--- config.mk ---
export PLATFORM = sky130hd
export DESIGN_NAME = recip_freq_counter
export DESIGN_NICKNAME = d
export VERILOG_FILES = /design/src/rtl/recip_freq_counter.sv
export SDC_FILE = /design/constraint.sdc
export NUM_CORES = 1
export LEC_CHECK = 0
export BUFFER_PORTS_ARGS = -buffer_cell sky130_fd_sc_hd__clkbuf_2
export CORE_ASPECT_RATIO = 1.1
export CORE_UTILIZATION = 47
export CTS_BUF_LIST = sky130_fd_sc_hd__clkbuf_16
export CTS_CLUSTER_SIZE = 16
export DETAILED_ROUTE_END_ITERATION = 8
export PLACE_DENSITY_LB_ADDON = 0.25
export SLEW_MARGIN = 20
export SYNTH_ARGS = -nofsm -noshare
export SYNTH_HDL_FRONTEND = slang
export SYNTH_SLANG_ARGS = --single-unit
--- constraint.sdc ---
create_clock -name clk -period 3.45 [get_ports clk]
set_input_delay 0 -clock clk [delete_from_list [all_inputs] [get_ports clk]]
set_output_delay 0 -clock clk [all_outputs]
set_load 0.02 [all_outputs]
--- src/rtl/recip_freq_counter.sv ---
module recip_freq_counter #(
  parameter int DATA_W = 16,
  parameter int CNT_W  = 32,
  parameter int EXP_W  = 5
) (
  input  logic              clk,
  input  logic              rst,
  input  logic [DATA_W-1:0] s_tdata,
  input  logic              s_tvalid,
  output logic [DATA_W-1:0] m_tdata,
  output logic              m_tvalid,
  input  logic [DATA_W-1:0] thr_hi,
  input  logic [DATA_W-1:0] thr_lo,
  input  logic [EXP_W-1:0]  period_exp,
  output logic [CNT_W-1:0]  result,
  output logic              result_valid,
  output logic              overflow
);
  localparam int PER_W = 1 << EXP_W;

  logic             lvl, lvl_n, armed, rise, close, cyc_full;
  logic [CNT_W-1:0] cyc;
  logic [PER_W-1:0] pc, tgt;

  assign m_tdata  = s_tdata;
  assign m_tvalid = s_tvalid;

  always_comb begin
    lvl_n = lvl;
    if (s_tvalid) begin
      if ($signed(s_tdata) > $signed(thr_hi))      lvl_n = 1'b1;
      else if ($signed(s_tdata) < $signed(thr_lo)) lvl_n = 1'b0;
    end
  end

  assign rise     = lvl_n & ~lvl;
  assign tgt      = PER_W'(1) << period_exp;
  assign close    = rise & armed & (pc == tgt - PER_W'(1));
  assign cyc_full = &cyc;

  always_ff @(posedge clk) begin
    if (rst) begin
      lvl          <= 1'b0;
      armed        <= 1'b0;
      pc           <= '0;
      cyc          <= '0;
      result       <= '0;
      result_valid <= 1'b0;
      overflow     <= 1'b0;
    end else begin
      lvl          <= lvl_n;
      result_valid <= close;
      if (close) result <= cyc;
      if (rise && (!armed || close)) begin
        armed <= 1'b1;
        pc    <= '0;
        cyc   <= CNT_W'(1);
      end else begin
        if (rise) pc <= pc + PER_W'(1);
        if (!cyc_full) cyc <= cyc + CNT_W'(1);
      end
      if (armed && cyc_full && !close) overflow <= 1'b1;
    end
  end

  p_strobe_single_r6: assert property (@(posedge clk) disable iff (rst)
    result_valid |=> !result_valid);
  p_result_hold_r6: assert property (@(posedge clk) disable iff (rst)
    !result_valid |-> $stable(result));
  p_ovf_sticky_r8: assert property (@(posedge clk) disable iff (rst)
    overflow |=> overflow);
  p_result_nonzero_r4: assert property (@(posedge clk) disable iff (rst)
    result_valid |-> (result != '0));
  p_valid_edge_r3: assert property (@(posedge clk) disable iff (rst)
    result_valid |-> $past(s_tvalid));
endmodule

==> results of run 1 <==
-- final timing paths --
kind / start / endpoint
worst min-delay path: s_tvalid / lvl
worst min register to register: result[7] / result[7]
worst max register to register: pc[0] / pc[24]
worst max-delay path: period_exp[1] / cyc[2]
-- per-stage QoR --
stage                     worst slack [ns]  total power, mW  hold slack, ns  utilization (%)  area, um2
after floorplan                      0.440             1.46          0.0691                -       6920
after detailed placement             0.346             1.56           0.248             52.0       7490
after global placement               0.387             1.56           0.246             52.0       7490
after global routing                 0.435             2.61           0.118             54.0       7770
after CTS                            0.691             2.51          0.0943             54.0       7770
final                                0.712             2.49           0.103             54.0       7770
-- cells by family after synthesis --
kind of cell | Yosys count | share of synthesized area [%]
XOR/XNOR | 68 | 8.81
AO/OA/AOI/OAI | 135 | 14.0
multiplexers | 39 | 5.68
flip-flops | 100 | 28.9
AND/OR/NAND/NOR | 374 | 28.3
buffers and inverters | 120 | 8.17
adder cells (fa/ha/maj) | 34 | 6.15
-- area by class of cell --
class                      instances  area share, %
tap                              192           3.09
timing repair buffer             127           9.21
multi-input combinational        650           56.1
sequential                       100           25.8
inverter                          47           2.27
clock inverter                     7          0.660
clock buffer                       9           2.90
-- sequential cells by signal, summed over array words and instances (netlist names) --
name / cells
armed: 1
overflow: 1
pc: 32
cyc: 32
lvl: 1
result_valid: 1
result: 32
-- routing by layer --
metal | up-vias | GRT usage (%) | share of wire, %
li1 | 3273 | - | -
met1 | 3007 | 27.8 | 45
met2 | 145 | 41.1 | 50
met3 | 19 | 3.57 | 3.7
met4 | 0 | 6.03 | 1.5
met5 | - | 0 | 0
-- critical path: cells and delay by family --
kind / cells / cell delay [ns]
AOI/OAI and AO/OA: 2 / 0.33
and+or+nand+nor: 6 / 1.73
adders and majority gates: 1 / 0.23
xor gates and xnor gates: 1 / 0.14
buffers and inverters: 3 / 0.52
-- timing repair --
action,4_1_cts,5_1_grt
hold buffers,1,0
hold endpoints to repair,3,0
buffers inserted,0,0
-- power breakdown --
part           switching [mW]  internal (mW)
registers             0.00655           1.16
logic                   0.234          0.141
clock network           0.455          0.493
-- synthesized netlist by cell type, drive strengths merged (25+ instances only) --
master and n:
inv 47, nand3 25, dfxtp 100, nand4 35
nor2 38, nand2 109, buf 49, mux2i 37
nor3 78, ha 34, xnor2 44
==> flow_results.xml, run 1 <==
<?xml version="1.0" encoding="UTF-8"?>
<metrics>
  <group name="worst_setup_path">
    <metric name="crit_end_category" unit="">flop</metric>
    <metric name="worst_ep_required_time" unit="ns">3.67</metric>
    <metric name="worstSetupPathType" unit="">in2reg</metric>
    <metric name="r2r_setup_slack" unit="ns">0.73</metric>
    <metric name="depth_of_the_most_critical_reg_to_reg_path" unit="">8</metric>
    <metric name="critPathArrivalTime" unit="ns">2.95</metric>
    <metric name="critical_path.cell_chain" unit="">clkbuf_2 -&gt; nor3_1 -&gt; nand2_1 -&gt; ha_1 -&gt; buf_4 -&gt; nor3b_1 -&gt; a32o_1 -&gt; a21oi_1 -&gt; xnor2_1 -&gt; or4_1 -&gt; nor4_4 -&gt; buf_12 -&gt; nor4_1</metric>
    <metric name="critical_path.max_stage_delay" unit="ns">0.53</metric>
    <metric name="start_kind" unit="">input pin</metric>
    <metric name="critPathMaxFanout" unit="">33</metric>
    <metric name="cp_slowest_cell" unit="">or4_1</metric>
  </group>
  <group name="floorplan">
    <metric name="die-area" unit="um2">15200</metric>
    <metric name="chipWidth" unit="um">118</metric>
    <metric name="die_h" unit="um">129</metric>
    <metric name="initial_utilization" unit="%">48.1</metric>
    <metric name="design.portCount" unit="">107</metric>
    <metric name="row_count" unit="">46</metric>
    <metric name="floorplan.core_area" unit="um2">14400</metric>
  </group>
  <group name="power_and_ir_drop">
    <metric name="vdd_ir_drop_max" unit="V">0.000315</metric>
    <metric name="static-leakage-power" unit="nW">3.17</metric>
    <metric name="power.density" unit="nW/um2">320</metric>
  </group>
  <group name="clock_tree">
    <metric name="clock_sink_count" unit="">100</metric>
    <metric name="tritoncts" unit="">yes</metric>
    <metric name="worst_skew_pair_latency" unit="ns">0.35</metric>
    <metric name="clock_tree.htree_level_count" unit="">3</metric>
    <metric name="worst_path_clk_slew" unit="ns">0.07</metric>
    <metric name="numCtsBuffers" unit="">9</metric>
    <metric name="number_of_gates_resized_after_cts" unit="">0</metric>
    <metric name="clk_path_buf_depth" unit="">2</metric>
    <metric name="cts_root_buf" unit="">clkbuf_16</metric>
  </group>
  <group name="sta">
    <metric name="finalSetupTns" unit="ns">0</metric>
    <metric name="max_freq" unit="GHz">0.365</metric>
    <metric name="layout_min_cycle_time" unit="ns">2.74</metric>
    <metric name="timing.final.hold_violations" unit="">0</metric>
    <metric name="clock-skew-final" unit="ns">0.00977</metric>
    <metric name="setup-violations-final" unit="">0</metric>
    <metric name="slew-limit-headroom" unit="%">30.5</metric>
    <metric name="maxSlewViolCount" unit="">0</metric>
    <metric name="worst_pin_slew" unit="ns">1.03</metric>
    <metric name="post_route_fraction_of_the_period_consumed_by_the_critical_path" unit="%">79.4</metric>
    <metric name="rsz0062_at_grt" unit="">no</metric>
  </group>
  <group name="routing">
    <metric name="vias_after_detailed_routing" unit="">6444</metric>
    <metric name="antenna_left" unit="">0</metric>
    <metric name="number_of_detailed_routing_iterations_run_before_antenna_repair" unit="">5</metric>
    <metric name="avgRoutedWirePerCell" unit="um">14.9</metric>
    <metric name="drt_drc_violations_left" unit="">0</metric>
    <metric name="totalWireLength" unit="mm">16.9</metric>
    <metric name="drt_iter0_drc" unit="">336</metric>
    <metric name="detail_route.vias_per_cell" unit="">5.69</metric>
  </group>
  <group name="min_path">
    <metric name="min_path_type" unit="">in2reg</metric>
    <metric name="min_delay_path_depth" unit="">4</metric>
  </group>
  <group name="grt">
    <metric name="grt_pass1_vias" unit="">5939</metric>
    <metric name="overflow" unit="">0</metric>
    <metric name="grt_util_all_layers" unit="%">22.6</metric>
    <metric name="antenna_violations_before_repair" unit="">0</metric>
    <metric name="grt_first_pass_wirelength" unit="mm">28.4</metric>
    <metric name="maximum_number_of_pins_on_one_net_before_global_route_repair" unit="">46</metric>
  </group>
  <group name="logic_synthesis">
    <metric name="synthArstFlopShare" unit="%">0</metric>
    <metric name="syn_inst" unit="">870</metric>
    <metric name="synth.cell_area" unit="um2">6920</metric>
    <metric name="synthesis.nets" unit="">960</metric>
    <metric name="ys_seq_elements" unit="">100</metric>
    <metric name="post_synth_edffs" unit="">0</metric>
    <metric name="yosysTopAreaCell" unit="">dfxtp_1</metric>
    <metric name="ys_seq_area_share" unit="%">28.9</metric>
    <metric name="yosys.cell_types.count" unit="">69</metric>
    <metric name="number_of_warning_messages_in_the_yosys_log" unit="">0</metric>
    <metric name="post-synth-top-area-fraction" unit="%">28.9</metric>
    <metric name="prevailing_post_synth_register_cell" unit="">dfxtp_1</metric>
    <metric name="synth.avg_cell_area" unit="um2">7.95</metric>
    <metric name="synthTopCellsByArea" unit="">dfxtp_1, ha_1, nand2_1, nor3_1, xnor2_1</metric>
  </group>
  <group name="cells_and_area">
    <metric name="final.fill_count" unit="">1440</metric>
    <metric name="design.final.nets" unit="">1025</metric>
    <metric name="mostFrequentLayoutCells" unit="">nand2_1, clkbuf_2, dfxtp_1, nor3_1, inv_1</metric>
    <metric name="multiInputGateArea" unit="um2">4360</metric>
    <metric name="final-seq-area" unit="um2">2000</metric>
    <metric name="area_growth" unit="%">12.4</metric>
    <metric name="final_layout_size_suffix_gt1_share" unit="%">16.1</metric>
    <metric name="layout_commonest_cell" unit="">nand2_1</metric>
    <metric name="diode_insertion_count_for_antenna_repair" unit="">0</metric>
    <metric name="instances_no_fill" unit="">1132</metric>
  </group>
  <group name="placed_design">
    <metric name="dp.final_hpwl" unit="mm">12.4</metric>
    <metric name="place.detailed.instances" unit="">1115</metric>
    <metric name="io_buffers" unit="">106</metric>
    <metric name="globalplace.congestion" unit="">0.893</metric>
  </group>
  <group name="run">
    <metric name="max_cap_violations" unit="">0</metric>
  </group>
  <group name="run_status">
    <metric name="run_status" unit="">finished clean</metric>
  </group>
</metrics>
Power figures use the tool's default switching activity.
==> run 2, diff against run 1 <==
--- a/config.mk
+++ b/config.mk
@@ -5,6 +5,7 @@
 export SDC_FILE = /design/constraint.sdc
 export NUM_CORES = 1
 export LEC_CHECK = 0
+export ABC_AREA = 1
 export BUFFER_PORTS_ARGS = -buffer_cell sky130_fd_sc_hd__clkbuf_2
 export CORE_ASPECT_RATIO = 1.1
 export CORE_UTILIZATION = 47
==> constraint.sdc (replaced) <==
create_clock -name clk -period 2.4 [get_ports clk]
set_input_delay 0 -clock clk [delete_from_list [all_inputs] [get_ports clk]]
set_output_delay 0 -clock clk [all_outputs]
set_load 0.02 [all_outputs]
==> run 2 against run 1 <==
Count of clock-buffer cells in the layout did not move. Setup slack worse by 0.58 ns. Final area rose by 17%. Combinational power grew 97%. Global-route usage increased by 2.2 points. Cell count is 32% higher. Sequential share of layout area down 3.5 points. First-iteration DRC count rose by 96%. Critical path depth is the same. Power increased by 59%. Clock power increased by 62%. Synthesized cell count up 29%. Critical path type is now reg2reg. Largest power group unchanged.
==> flow_results.xml, run 2 <==
<?xml version="1.0" encoding="UTF-8"?>
<metrics>
  <group name="run_status">
    <metric name="run_status" unit="">finished clean</metric>
  </group>
  <group name="routing">
    <metric name="avgRoutedWirePerCell" unit="um">13.5</metric>
    <metric name="antenna_left" unit="">0</metric>
    <metric name="totalWireLength" unit="mm">20.2</metric>
    <metric name="vias_after_detailed_routing" unit="">7645</metric>
    <metric name="number_of_detailed_routing_iterations_run_before_antenna_repair" unit="">5</metric>
    <metric name="drt_drc_violations_left" unit="">0</metric>
    <metric name="drt_iter0_drc" unit="">659</metric>
    <metric name="detail_route.vias_per_cell" unit="">5.13</metric>
  </group>
  <group name="clock_tree">
    <metric name="tritoncts" unit="">yes</metric>
    <metric name="cts_root_buf" unit="">clkbuf_16</metric>
    <metric name="numCtsBuffers" unit="">9</metric>
    <metric name="clk_path_buf_depth" unit="">2</metric>
    <metric name="worst_path_clk_slew" unit="ns">0.07</metric>
    <metric name="clock_sink_count" unit="">100</metric>
    <metric name="clock_tree.htree_level_count" unit="">3</metric>
    <metric name="worst_skew_pair_latency" unit="ns">0.35</metric>
  </group>
  <group name="power_and_ir_drop">
    <metric name="total_power" unit="mW">3.96</metric>
    <metric name="cell_internal_pwr" unit="mW">2.90</metric>
    <metric name="static-leakage-power" unit="nW">4.16</metric>
    <metric name="p_sw_share" unit="%">26.9</metric>
    <metric name="power.sequential.fraction" unit="%">42.5</metric>
    <metric name="clock_power_share" unit="%">38.9</metric>
    <metric name="power.share.combinational" unit="%">18.6</metric>
    <metric name="total_switching_power" unit="mW">1.07</metric>
    <metric name="power.density" unit="nW/um2">437</metric>
    <metric name="vdd_ir_drop_max" unit="V">0.000462</metric>
  </group>
  <group name="sta">
    <metric name="slew-limit-headroom" unit="%">61.3</metric>
    <metric name="layout_min_cycle_time" unit="ns">2.27</metric>
    <metric name="clock-skew-final" unit="ns">0.00793</metric>
    <metric name="post_route_fraction_of_the_period_consumed_by_the_critical_path" unit="%">94.6</metric>
    <metric name="maxSlewViolCount" unit="">0</metric>
    <metric name="max_freq" unit="GHz">0.441</metric>
    <metric name="rsz0062_at_grt" unit="">yes</metric>
    <metric name="hold_slack" unit="ns">0.0385</metric>
    <metric name="setup-violations-final" unit="">0</metric>
    <metric name="finalSetupTns" unit="ns">0</metric>
    <metric name="worst_pin_slew" unit="ns">0.576</metric>
    <metric name="timing.final.hold_violations" unit="">0</metric>
  </group>
  <group name="logic_synthesis">
    <metric name="synthTopCellsByArea" unit="">dfxtp_1, nor2_1, nand2_1, inv_1, xor2_1</metric>
    <metric name="synth.avg_cell_area" unit="um2">6.37</metric>
    <metric name="synth_commonest_cells" unit="">nor2_1, nand2_1, inv_1</metric>
    <metric name="yosys.cell_count.top_type" unit="">nor2_1</metric>
    <metric name="ys_seq_area_share" unit="%">28.1</metric>
    <metric name="syn_inst" unit="">1119</metric>
    <metric name="yosys.cell_types.count" unit="">33</metric>
    <metric name="synth.cell_area" unit="um2">7130</metric>
    <metric name="post_synth_edffs" unit="">0</metric>
    <metric name="prevailing_post_synth_register_cell" unit="">dfxtp_1</metric>
    <metric name="yosysTopAreaCell" unit="">dfxtp_1</metric>
    <metric name="synthesis.nets" unit="">1209</metric>
    <metric name="synthArstFlopShare" unit="%">0</metric>
    <metric name="post-synth-top-area-fraction" unit="%">28.1</metric>
    <metric name="ys_seq_elements" unit="">100</metric>
    <metric name="number_of_warning_messages_in_the_yosys_log" unit="">0</metric>
  </group>
  <group name="cells_and_area">
    <metric name="mostFrequentLayoutCells" unit="">nor2_1, nand2_1, inv_1, clkbuf_2, dfxtp_1</metric>
    <metric name="design.final.nets" unit="">1384</metric>
    <metric name="diode_insertion_count_for_antenna_repair" unit="">0</metric>
    <metric name="area_growth" unit="%">27.1</metric>
    <metric name="largestRegisters" unit="">cyc (32), pc (32), result (32)</metric>
    <metric name="layout_commonest_cell" unit="">nor2_1</metric>
    <metric name="final.fill_count" unit="">1396</metric>
    <metric name="final_layout_size_suffix_gt1_share" unit="%">20.8</metric>
  </group>
  <group name="grt">
    <metric name="grt_pass1_vias" unit="">7013</metric>
    <metric name="overflow" unit="">0</metric>
    <metric name="antenna_violations_before_repair" unit="">0</metric>
    <metric name="grt_first_pass_wirelength" unit="mm">32.1</metric>
    <metric name="grt_util_all_layers" unit="%">24.8</metric>
    <metric name="maximum_number_of_pins_on_one_net_before_global_route_repair" unit="">38</metric>
  </group>
  <group name="worst_setup_path">
    <metric name="r2r_setup_slack" unit="ns">0.13</metric>
    <metric name="timing.rr.end" unit="">cyc[25]</metric>
    <metric name="critical_path.max_stage_delay" unit="ns">0.39</metric>
    <metric name="worstSetupPathType" unit="">reg2reg</metric>
    <metric name="critical-path-top-delay-family" unit="">simple AND/OR/NAND/NOR gates</metric>
    <metric name="depth_of_the_most_critical_reg_to_reg_path" unit="">13</metric>
    <metric name="critical_path.cell_chain" unit="">ha_4 -&gt; nand2_2 -&gt; nor3_4 -&gt; nand3_2 -&gt; nor4_4 -&gt; nand3_2 -&gt; buf_4 -&gt; nand2_1 -&gt; nor3_1 -&gt; nand2_1 -&gt; nor3_2 -&gt; xnor2_1 -&gt; nor2_1</metric>
    <metric name="cp_slowest_cell" unit="">dfxtp_4</metric>
    <metric name="worst_ep_required_time" unit="ns">2.64</metric>
    <metric name="worstPathBufferInverterCount" unit="">1</metric>
    <metric name="critPathMaxFanout" unit="">3</metric>
    <metric name="start_kind" unit="">flop</metric>
    <metric name="crit-reg2reg-launch" unit="">cyc[0]</metric>
    <metric name="critPathArrivalTime" unit="ns">2.51</metric>
    <metric name="crit_end_category" unit="">flop</metric>
  </group>
  <group name="placed_design">
    <metric name="dp.final_hpwl" unit="mm">15.2</metric>
    <metric name="io_buffers" unit="">106</metric>
    <metric name="globalplace.congestion" unit="">0.929</metric>
  </group>
  <group name="min_path">
    <metric name="min_delay_path_depth" unit="">4</metric>
    <metric name="min_path_type" unit="">in2reg</metric>
    <metric name="hold_path.startpoint" unit="">s_tvalid</metric>
    <metric name="holdPathEnd" unit="">lvl</metric>
  </group>
  <group name="run">
    <metric name="max_cap_violations" unit="">0</metric>
  </group>
  <group name="floorplan">
    <metric name="floorplan.core_area" unit="um2">14600</metric>
    <metric name="row_count" unit="">46</metric>
    <metric name="initial_utilization" unit="%">48.7</metric>
    <metric name="die-area" unit="um2">15700</metric>
    <metric name="die_h" unit="um">131</metric>
    <metric name="chipWidth" unit="um">119</metric>
    <metric name="design.portCount" unit="">107</metric>
  </group>
</metrics>
[run 2: area by class of cell]
class	count	area (um2)	area share, %
Inverter	157	597	6.59
Multi-Input combinational cell	816	4380	48.3
Tap cell	192	240	2.65
Clock inverter	7	88.8	0.981
Sequential cell	100	2020	22.2
Clock buffer	9	225	2.49
Timing Repair Buffer	210	1520	16.8
[run 2: metrics by stage]
step	instances	area [um2]	util, %	worst slack, ns
global placement	1465	8360	57.2	-0.106
detailed placement	1465	8360	57.2	-0.173
CTS	1482	8700	59.5	0.00918
global route	1491	9060	62.0	-0.0448
finish	1491	9060	62.0	0.131
floorplan	1119	7130	-	0.0343
[run 2: cell families (layout without fill, tap and decap cells)]
logic type / after synthesis / in the layout / synth area share (%)
DFF: 100 / 100 / 28.1
AOI/OAI and AO/OA: 101 / 101 / 7.34
buffers and inverters: 204 / 383 / 12.8
xor gates and xnor gates: 78 / 78 / 9.59
and+or+nand+nor: 602 / 603 / 36.2
adders and majority gates: 34 / 34 / 5.97
[run 2: repair_timing]
item / CTS / global route
endpoints found under the setup margin: 12 / 96
hold endpoints to repair: 5 / 0
hold buffers: 1 / 0
setup buffers: 0 / 1
pin swaps: 0 / 8
gates resized for setup: 3 / 52
cloned: 0 / 8
[run 2: how the worst max path moves through the flow]
stage                        startpoint         end  depth (start not counted)
after floorplan           period_exp[0]      cyc[5]                         22
final                            cyc[0]     cyc[25]                         13
after CTS                        cyc[0]     cyc[27]                         12
after detailed placement  period_exp[1]   result[2]                         21
after global placement           cyc[0]     cyc[27]                         13
after global routing      period_exp[4]  result[17]                         19
[run 2: per-layer routing]
layer | wire length [um] | vias up | part of all wire, % | GRT usage (%)
met4 | 653 | 0 | 3.2 | 8.96
met5 | 0 | - | 0 | 0
met1 | 9130 | 3456 | 45 | 32.8
li1 | - | 3889 | - | -
met2 | 9330 | 241 | 46 | 41.0
met3 | 1080 | 59 | 5.4 | 3.21
[run 2: tightest hold or removal path, cell delays in order]
cell and delay (ns):
clkbuf_2 0.12, o211ai_1 0.10, nand2_1 0.07, a21oi_1 0.05
[run 2: power by group through the flow]
stage               Clock, mW  Combinational [mW]  Sequential (mW)
floorplan                   0               0.441             1.71
global route             1.64               0.820             1.68
finish                   1.54               0.737             1.68
CTS                      1.56               0.670             1.68
detailed placement          0               0.664             1.72
global placement            0               0.655             1.72
